===== config.mk =====
export PLATFORM = sky130hd
export DESIGN_NAME = hb_watchdog
export DESIGN_NICKNAME = d
export VERILOG_FILES = /design/src/rtl/hb_wd_pkg.sv /design/src/rtl/hb_wd_sync.sv /design/src/rtl/hb_wd_counter.sv /design/src/rtl/hb_wd_fsm.sv /design/src/rtl/hb_watchdog.sv
export SDC_FILE = /design/constraint.sdc
export NUM_CORES = 1
export LEC_CHECK = 0
export CORE_ASPECT_RATIO = 0.6
export CORE_MARGIN = 10
export CORE_UTILIZATION = 50
export CTS_CLUSTER_DIAMETER = 50
export DETAILED_ROUTE_END_ITERATION = 8
export PLACE_DENSITY_LB_ADDON = 0.1
export SYNTH_ARGS = -nofsm -noshare
export SYNTH_HDL_FRONTEND = slang
export SYNTH_SLANG_ARGS = --single-unit

===== constraint.sdc =====
create_clock -name clk -period 2.1 [get_ports clk]
set_clock_uncertainty 0.2 [all_clocks]
set_input_delay 0.42 -clock clk [delete_from_list [all_inputs] [get_ports clk]]
set_output_delay 0.42 -clock clk [all_outputs]
set_load 0.02 [all_outputs]

===== src/rtl/hb_wd_pkg.sv =====
package hb_wd_pkg;

    typedef enum logic [1:0] {
        WD_HOLD    = 2'd0,
        WD_RUN     = 2'd1,
        WD_TRIPPED = 2'd2
    } wd_state_t;

    // Timeout in clock cycles from a frequency and a period in milliseconds.
    function automatic int unsigned wd_cycles(input longint unsigned freq_hz,
                                              input longint unsigned period_ms);
        longint unsigned prod;
        prod = (freq_hz * period_ms) / 64'd1000;
        return prod[31:0];
    endfunction

endpackage


===== src/rtl/hb_wd_sync.sv =====
// Multi-stage synchronizer plus history flop; flags a change of level.
module hb_wd_sync #(
    parameter int unsigned STAGES = 2
) (
    input  logic clk,
    input  logic rst_n,
    input  logic din,
    output logic level,
    output logic change
);
    logic [STAGES-1:0] chain;
    logic              hist;

    generate
        if (STAGES == 1) begin : g_single
            always_ff @(posedge clk or negedge rst_n) begin
                if (!rst_n) chain <= '0;
                else        chain <= din;
            end
        end else begin : g_multi
            always_ff @(posedge clk or negedge rst_n) begin
                if (!rst_n) chain <= '0;
                else        chain <= {chain[STAGES-2:0], din};
            end
        end
    endgenerate

    always_ff @(posedge clk or negedge rst_n) begin
        if (!rst_n) hist <= 1'b0;
        else        hist <= chain[STAGES-1];
    end

    assign level  = chain[STAGES-1];
    assign change = chain[STAGES-1] ^ hist;

    // a flagged change is followed by the history flop taking the new level
    a_r2_change_latched: assert property (@(posedge clk) disable iff (!rst_n)
        change |=> (hist == $past(level)));

endmodule


===== src/rtl/hb_wd_counter.sv =====
// Cycle counter with synchronous clear and terminal flag.
module hb_wd_counter #(
    parameter int unsigned LIMIT = 8
) (
    input  logic                       clk,
    input  logic                       rst_n,
    input  logic                       clr,
    input  logic                       inc,
    output logic [$clog2(LIMIT)-1:0]   cnt,
    output logic                       at_limit
);
    localparam int unsigned CW = $clog2(LIMIT);
    localparam logic [CW-1:0] LAST = CW'(LIMIT - 1);

    always_ff @(posedge clk or negedge rst_n) begin
        if (!rst_n)      cnt <= '0;
        else if (clr)    cnt <= '0;
        else if (inc && cnt != LAST) cnt <= cnt + CW'(1);
    end

    assign at_limit = (cnt == LAST);

    // a clear request leaves the count at zero
    a_r3_clear_zero: assert property (@(posedge clk) disable iff (!rst_n)
        clr |=> (cnt == '0));

    // each counting cycle below the limit advances by exactly one
    a_r5_step_one: assert property (@(posedge clk) disable iff (!rst_n)
        (inc && !clr && !at_limit) |=> (cnt == $past(cnt) + CW'(1)));

endmodule


===== src/rtl/hb_wd_fsm.sv =====
// Hold / run / tripped controller and flag output.
module hb_wd_fsm
    import hb_wd_pkg::*;
(
    input  logic      clk,
    input  logic      rst_n,
    input  logic      hold,
    input  logic      hb_edge,
    input  logic      at_limit,
    input  logic      pwr_ok,
    output wd_state_t state,
    output logic      cnt_clr,
    output logic      cnt_inc,
    output logic      wdog_n
);
    wd_state_t nxt;

    always_comb begin
        nxt = state;
        unique case (state)
            WD_HOLD: begin
                if (!hold) nxt = WD_RUN;
            end
            WD_RUN: begin
                if (hold)                       nxt = WD_HOLD;
                else if (at_limit && !hb_edge)  nxt = WD_TRIPPED;
            end
            WD_TRIPPED: begin
                if (hold)         nxt = WD_HOLD;
                else if (hb_edge) nxt = WD_RUN;
            end
            default: nxt = WD_HOLD;
        endcase
    end

    always_ff @(posedge clk or negedge rst_n) begin
        if (!rst_n) state <= WD_HOLD;
        else        state <= nxt;
    end

    always_comb begin
        cnt_clr = 1'b1;
        cnt_inc = 1'b0;
        wdog_n  = pwr_ok;
        unique case (state)
            WD_HOLD: begin
                cnt_clr = 1'b1;
            end
            WD_RUN: begin
                cnt_clr = hold || hb_edge;
                cnt_inc = 1'b1;
            end
            WD_TRIPPED: begin
                cnt_clr = 1'b1;
                wdog_n  = 1'b0;
            end
            default: begin
                cnt_clr = 1'b1;
            end
        endcase
    end

    // reset or disconnect always lands the machine in HOLD
    a_r3_hold_entered: assert property (@(posedge clk) disable iff (!rst_n)
        hold |=> (state == WD_HOLD));

    // a supply fault is visible on the flag in the same cycle
    a_r6_supply_low: assert property (@(posedge clk) disable iff (!rst_n)
        !pwr_ok |-> !wdog_n);

endmodule


===== src/rtl/hb_watchdog.sv =====
// Top: heartbeat watchdog with supply-fail override.
module hb_watchdog
    import hb_wd_pkg::*;
#(
    parameter longint unsigned CLK_FREQ_HZ = 64'd50_000_000,
    parameter longint unsigned PERIOD_MS   = 64'd1600,
    parameter int unsigned     SYNC_STAGES = 2
) (
    input  logic clk,
    input  logic rst_n,
    input  logic hb_in,
    input  logic hb_float,
    input  logic sys_rst,
    input  logic pwr_ok,
    output logic wdog_n
);
    localparam int unsigned LIMIT = wd_cycles(CLK_FREQ_HZ, PERIOD_MS);
    localparam int unsigned CW    = $clog2(LIMIT);

    logic          hb_level;
    logic          hb_edge;
    logic          hold;
    logic          cnt_clr;
    logic          cnt_inc;
    logic          at_limit;
    logic [CW-1:0] cnt;
    wd_state_t     state;

    assign hold = sys_rst | hb_float;

    hb_wd_sync #(.STAGES(SYNC_STAGES)) u_sync (
        .clk    (clk),
        .rst_n  (rst_n),
        .din    (hb_in),
        .level  (hb_level),
        .change (hb_edge)
    );

    hb_wd_counter #(.LIMIT(LIMIT)) u_cnt (
        .clk      (clk),
        .rst_n    (rst_n),
        .clr      (cnt_clr),
        .inc      (cnt_inc),
        .cnt      (cnt),
        .at_limit (at_limit)
    );

    hb_wd_fsm u_fsm (
        .clk      (clk),
        .rst_n    (rst_n),
        .hold     (hold),
        .hb_edge  (hb_edge),
        .at_limit (at_limit),
        .pwr_ok   (pwr_ok),
        .state    (state),
        .cnt_clr  (cnt_clr),
        .cnt_inc  (cnt_inc),
        .wdog_n   (wdog_n)
    );

    // a trip is entered only from RUN with the count at its last value
    a_r1_trip_at_limit: assert property (@(posedge clk) disable iff (!rst_n)
        (state == WD_TRIPPED && $past(state) == WD_RUN) |-> ($past(cnt) == CW'(LIMIT - 1)));

    // an edge in TRIPPED resumes counting from zero
    a_r8_recover: assert property (@(posedge clk) disable iff (!rst_n)
        (state == WD_TRIPPED && hb_edge && !hold) |=> (state == WD_RUN && cnt == '0));

    // while disconnected the flag follows the supply flag only
    a_r7_lowline: assert property (@(posedge clk) disable iff (!rst_n)
        (hb_float && $past(hb_float)) |-> (wdog_n == pwr_ok));

    logic unused_level;
    assign unused_level = hb_level;

endmodule


; ---- Word-level counts from Yosys, hierarchy flattened
; Cells that the tools add are included.
[op_classes]
n_addsub = 1
eq_ne = 7
muxes = 11
bitwise = 2
n_reduce_logical = 7
[op_table]
columns = cell, count
row1 = $mux W27, 2
row2 = $add A27 B1 Y27 const B, 1
row3 = $eq A27 B27 Y1 const B, 1
row4 = $ne A27 B27 Y1 const B, 1
row5 = $mux W2, 5
row6 = $ne A3 B1 Y1 const B, 2
row7 = $pmux W2 S3, 1
row8 = $mux W1, 3
row9 = $reduce_and A3 Y1, 1
row10 = $eq A2 B1 Y1 const B, 1
row11 = $eq A2 B2 Y1 const B, 1
row12 = $logic_and A1 B1 Y1, 2
row13 = $logic_not A2 Y1, 1
row14 = $ne A2 B2 Y1 const B, 1
row15 = $reduce_bool A2 Y1, 1
row16 = $logic_not A1 Y1, 1
row17 = $logic_or A1 B1 Y1, 1
row18 = $or A1 B1 Y1, 1
row19 = $xor A1 B1 Y1, 1
[totals]
regBits = 32
elab_cells = 32

; ---- Longest topological paths before layout
; Gate-level depths: netlist of run 1.
[depth]
word_depth = 6
ltp_mapped = 7
depth_no_buf = 6

; ---- Modules after synthesis
; Synthesis of run 1 repeated with hierarchy kept, for this count alone.
[unflattened]
cells_unflattened = 175
hier_area_um2 = 1679.1
[by_module_without_submodules]
columns = module, instances, cells_per_inst, area_per_inst_um2, seq_area_each_um2
row1 = hb_wd_counter, 1, 158, 1476.4, 675.6
row2 = hb_wd_fsm, 1, 12, 112.6, 50.0
row3 = hb_wd_sync, 1, 4, 83.8, 75.1
row4 = hb_watchdog, 1, 1, 6.3, 0.0

; ---- Worst setup path after synthesis of run 1
; No wires, ideal clock.
[synth_path]
kind = reg2reg
start = register u_cnt.cnt[19]
end = register u_cnt.cnt[1]
setup_time_ps = 132
t_arrival_ps = 1549
slack_ps = 219
stages_incl_launch_ff = 7
path_cell_list = dfrtp_1 -> nor4b_2 -> nand2_1 -> nor4_4 -> buf_6 -> mux2i_1 -> nor2_1
[synth_via]
elab_chain_cells = 3
[synth_lines]
columns = item, line_no
row1 = from (decl), hb_wd_counter.sv:9  ; output logic [$clog2(LIMIT)-1:0] cnt,
row2 = from (signal assigned), hb_wd_counter.sv:18  ; else if (inc && cnt != LAST) cnt <= cnt + CW'(1);
row3 = $ne A27 B27 Y1, hb_wd_counter.sv:18
row4 = $logic_and A1 B1 Y1, hb_wd_counter.sv:18
row5 = $reduce_bool A2 Y1 (no line), n/a
; No other way between the ends.
; A chain may end at the register's enable or synchronous reset.

; ---- Worst setup path after layout of run 1
[layout_path]
start = register u_cnt.cnt[0]
end = register u_cnt.cnt[7]
[layout_via]
elab_chain_cells = 3
word_cells_on_any_way = 6
cone_classes = add/sub: 1 / eq/ne: 1 / mux: 2 / reduce/logical: 2
[layout_lines]
columns = item, line_no
row1 = $add A27 B1 Y27 / $ne A27 B27 Y1 (equally long branches), hb_wd_counter.sv:18
row2 = $mux W27 / $logic_and A1 B1 Y1 (equally long branches), hb_wd_counter.sv:18
row3 = $mux W27 / $reduce_bool A2 Y1 (equally long branches), n/a
; Parallel ways exist; a longest one is shown, timed or not. The select of a mux whose other input is x is not followed.

==> impl_metrics.csv, run 1 <==
group,metric,value,unit
status,status,"completed",
synthesis,synthCells,163,
sta,finalSetupViolations,0,
placed_design,portBuffers,6,
critical_path,crit_chain,"ha_1 > and2_1 > nand4_1 > nor4_4 > buf_4 > or4_1 > a21oi_1",
routing,drt_iter0_markers,67,
routing,dr_wl_met2,1480,um
finish,finalInstanceArea,1890,um2
critical_path,cp-start-kind,"flop",
sta,slew_headroom,67.4,%
global_routing,grt_pass1_wl,5760,um
pwr,p_per_area,584,nW/um2
routing,dr.pass1.iters,4,
clock_tree,cts_tree,"yes",
placed_design,dpl_cell_area,1800,um2
pwr,p_int,0.861,mW
hold_path,hold-path-cell-count,0,
floorplanning,core_area,3000,um2
placed_design,gp_congestion,0.791,
finish,layout_commonest_cell,"dfrtp_1",
routing,met1_length,1730,um
synthesis,yosysWarnings,0,
critical_path,critPathArrivalTime,2.04,ns
hold_path,hold_class,"reg -> reg",
clock_tree,clock_sinks,32,
critical_path,required,2.11,ns
global_routing,grt_pass1_vias,1210,
finish,final_cell_mix,"30 x dfrtp_1, 26 x nor2_1, 14 x xor2_1, 13 x nand2_1, 9 x nand3_1",
finish,multi_input_area,826,um2
global_routing,antenna_found_initial,0,
floorplanning,rows,15,
pwr,combPwrFrac,3.5,%
floorplanning,die_x,94.0,um
sta,hold_viol_final,0,
clock_tree,clockBufferDepth,2,
synthesis,async_flop_share,100,%
pwr,vdd_drop_max,410,uV
routing,met3_length,140,um
synthesis,synth_seq_cells,32,
synthesis,synthTopCellsByArea,"dfrtp_1 49%, xor2_1 7.5%, nor2_1 5.9%, nor4_4 3.9%, nand4_1 3.0%",
clock_tree,hold_buffers,0,
pwr,leakage,0.778,nW
critical_path,critPathKind,"reg -> reg",
routing,wirelength,3420,um
clock_tree,path_clk_slew,0.06,ns
sta,slew_violations,0,
finish,nNetsFinal,186,
routing,route.top_layer_used,"met4",
synthesis,synth_top_cell_by_area,"dfrtp_1",
critical_path,cp.depth,7,
synthesis,avgSynthCellArea,10.1,um2
critical_path,critPathBufInv,1,
pwr,swShare,21.9,%
critical_path,end_kind,"flop",
synthesis,ys.flop_type,"dfrtp_1",
finish,syn_to_final_growth,15.2,%
clock_tree,worstSkewPairLatency,0.28,ns
routing,via_count,1242,
sta,period_share,96.6,%
synthesis,synth-edff-count,0,
routing,vias_per_cell,5.62,
synthesis,syn-num-nets,170,
critical_path,critPathTopFamily,"simple AND/OR/NAND/NOR gates",
global_routing,track_usage,12.2,%
global_routing,grt_max_degree,33,
pwr,clockPowerShare,40.0,%
floorplanning,dieArea,6050,um2
synthesis,netlist.area_leader.share,48.8,%
critical_path,cp_max_fo,7,
placed_design,dpl.hpwl,2390,um
sta,tightest_slew,0.486,ns
clock_tree,cts_buffers,5,
synthesis,ys_seq_area_share,48.8,%
finish,final_util,63.0,%
critical_path,slowest_delay,0.41,ns
clock_tree,cts_root_buf,"clkbuf_8",
floorplanning,die_y,64.4,um
sta,max_freq,493,MHz
routing,ant_nets,0,
pwr,seq_power_share,56.5,%
global_routing,grt-ovfl-total,0,
synthesis,synth_cell_type_count,37,
pwr,p_sw,0.242,mW
finish,drive_gt1_share,12.8,%
routing,wire_per_inst,15.5,um
sta,fin_crit,2.03,ns
finish,fill_cells,258,
routing,post-route-drc-count,0,
run,cap_violations,0,
finish,antenna_cells,0,
synthesis,netlist_area,1640,um2
clock_tree,htree_levels,2,
critical_path,rr_worst_depth,7,
floorplanning,initial_core_util,54.7,%
critical_path,cp_slowest_cell,"or4_1",
floorplanning,ios,7,
finish,seqCellArea,803,um2
==> cell usage after synthesis, drive strengths merged, types with 3 or more instances <==
library cell	n
dfrtp	32
nor2	26
xor2	14
nand2	13
nand3	9
nand4	9
a21oi	6
nor4	5
xnor2	5
and3	4
nor3	4
o21ai	4
and2	3
clkbuf	3
o31ai	3
or4	3
==> power by group through the flow <==
stage	clock, mW	combinational (mW)	sequential [mW]
6_report	0.441	0.0385	0.623
5_1_grt	0.481	0.0434	0.623
4_1_cts	0.456	0.0398	0.623
3_5_place_dp	0	0.0404	0.635
3_3_place_gp	0	0.0390	0.634
2_1_floorplan	0	0.0114	0.634
==> flip-flops by register name (all words and copies together) (netlist names) <==
name	flops
u_sync.chain	2
u_cnt.cnt	27
u_fsm.state	2
u_sync.hist	1
==> path summary, 6_finish.rpt <==
| check | start | slack, ns | end |
|---|---|---|---|
| min in group asynchronous | rst_n | 0.33 | u_cnt.cnt[26] |
| worst min register to register | u_sync.chain[0] | 0.16 | u_sync.chain[1] |
| max in group asynchronous | rst_n | 1.06 | u_cnt.cnt[4] |
| worst max register to register | u_cnt.cnt[0] | 0.07 | u_cnt.cnt[7] |
| worst max-delay path | u_cnt.cnt[0] | 0.07 | u_cnt.cnt[7] |
| worst min-delay path | u_sync.chain[0] | 0.16 | u_sync.chain[1] |
==> final cells by class <==
cell class / count / share of cell area, %
Inverter: 2 / 0.397
Multi-Input combinational cell: 125 / 43.7
Tap cell: 42 / 2.78
Sequential cell: 32 / 42.5
Clock inverter: 1 / 0.265
Clock buffer: 6 / 3.84
Timing Repair Buffer: 13 / 6.55
==> metal layers <==
metal / vias up / track usage, %
met5: - / 0
met4: 0 / 5.09
met1: 607 / 16.1
met3: 7 / 4.31
li1: 610 / -
met2: 18 / 17.5
==> logic make-up after synthesis <==
group,count (synthesis),share of synthesized area (%)
buffers and inverters,6,1.83
AND/OR/NAND/NOR,89,32.4
adder cells (fa/ha/maj),1,0.762
XOR/XNOR,19,10.1
multiplexers,2,1.30
AO/OA/AOI/OAI,14,4.80
flip-flops,32,48.8
==> per-stage QoR <==
stage	hold WS, ns	instances	total power, mW	setup WS, ns	TNS [ns]
after floorplan	-0.0756	163	0.646	0.219	0
after global placement	0.143	214	0.673	-0.0999	-0.0999
after detailed placement	0.136	214	0.675	-0.122	-0.122
after CTS	0.159	221	1.12	0.0705	0
after global routing	0.169	221	1.15	-0.00412	-0.00412
final	0.156	221	1.10	0.0722	0
==> timing repair <==
item | in CTS | in global routing
gates cloned | 0 | 0
setup endpoints to repair | 1 | 4
setup buffers | 0 | 0
resized for setup | 1 | 4
(Power assumes the default switching activity.)
==> run 2, diff against run 1 <==
--- a/config.mk
+++ b/config.mk
@@ -5,6 +5,7 @@
 export SDC_FILE = /design/constraint.sdc
 export NUM_CORES = 1
 export LEC_CHECK = 0
+export ABC_CLOCK_PERIOD_IN_PS = 2100
 export CORE_ASPECT_RATIO = 0.6
 export CORE_MARGIN = 10
 export CORE_UTILIZATION = 50
==> results of run 2 <==
The final DEF is identical to that of run 1; final timing and power are the same.
==> run 3, diff against run 2 <==
--- a/config.mk
+++ b/config.mk
@@ -12,6 +12,7 @@
 export CTS_CLUSTER_DIAMETER = 50
 export DETAILED_ROUTE_END_ITERATION = 8
 export PLACE_DENSITY_LB_ADDON = 0.1
+export SLEW_MARGIN = 5
 export SYNTH_ARGS = -nofsm -noshare
 export SYNTH_HDL_FRONTEND = slang
 export SYNTH_SLANG_ARGS = --single-unit
==> results of run 3 <==
The final DEF is identical to that of run 1; final timing and power are the same.
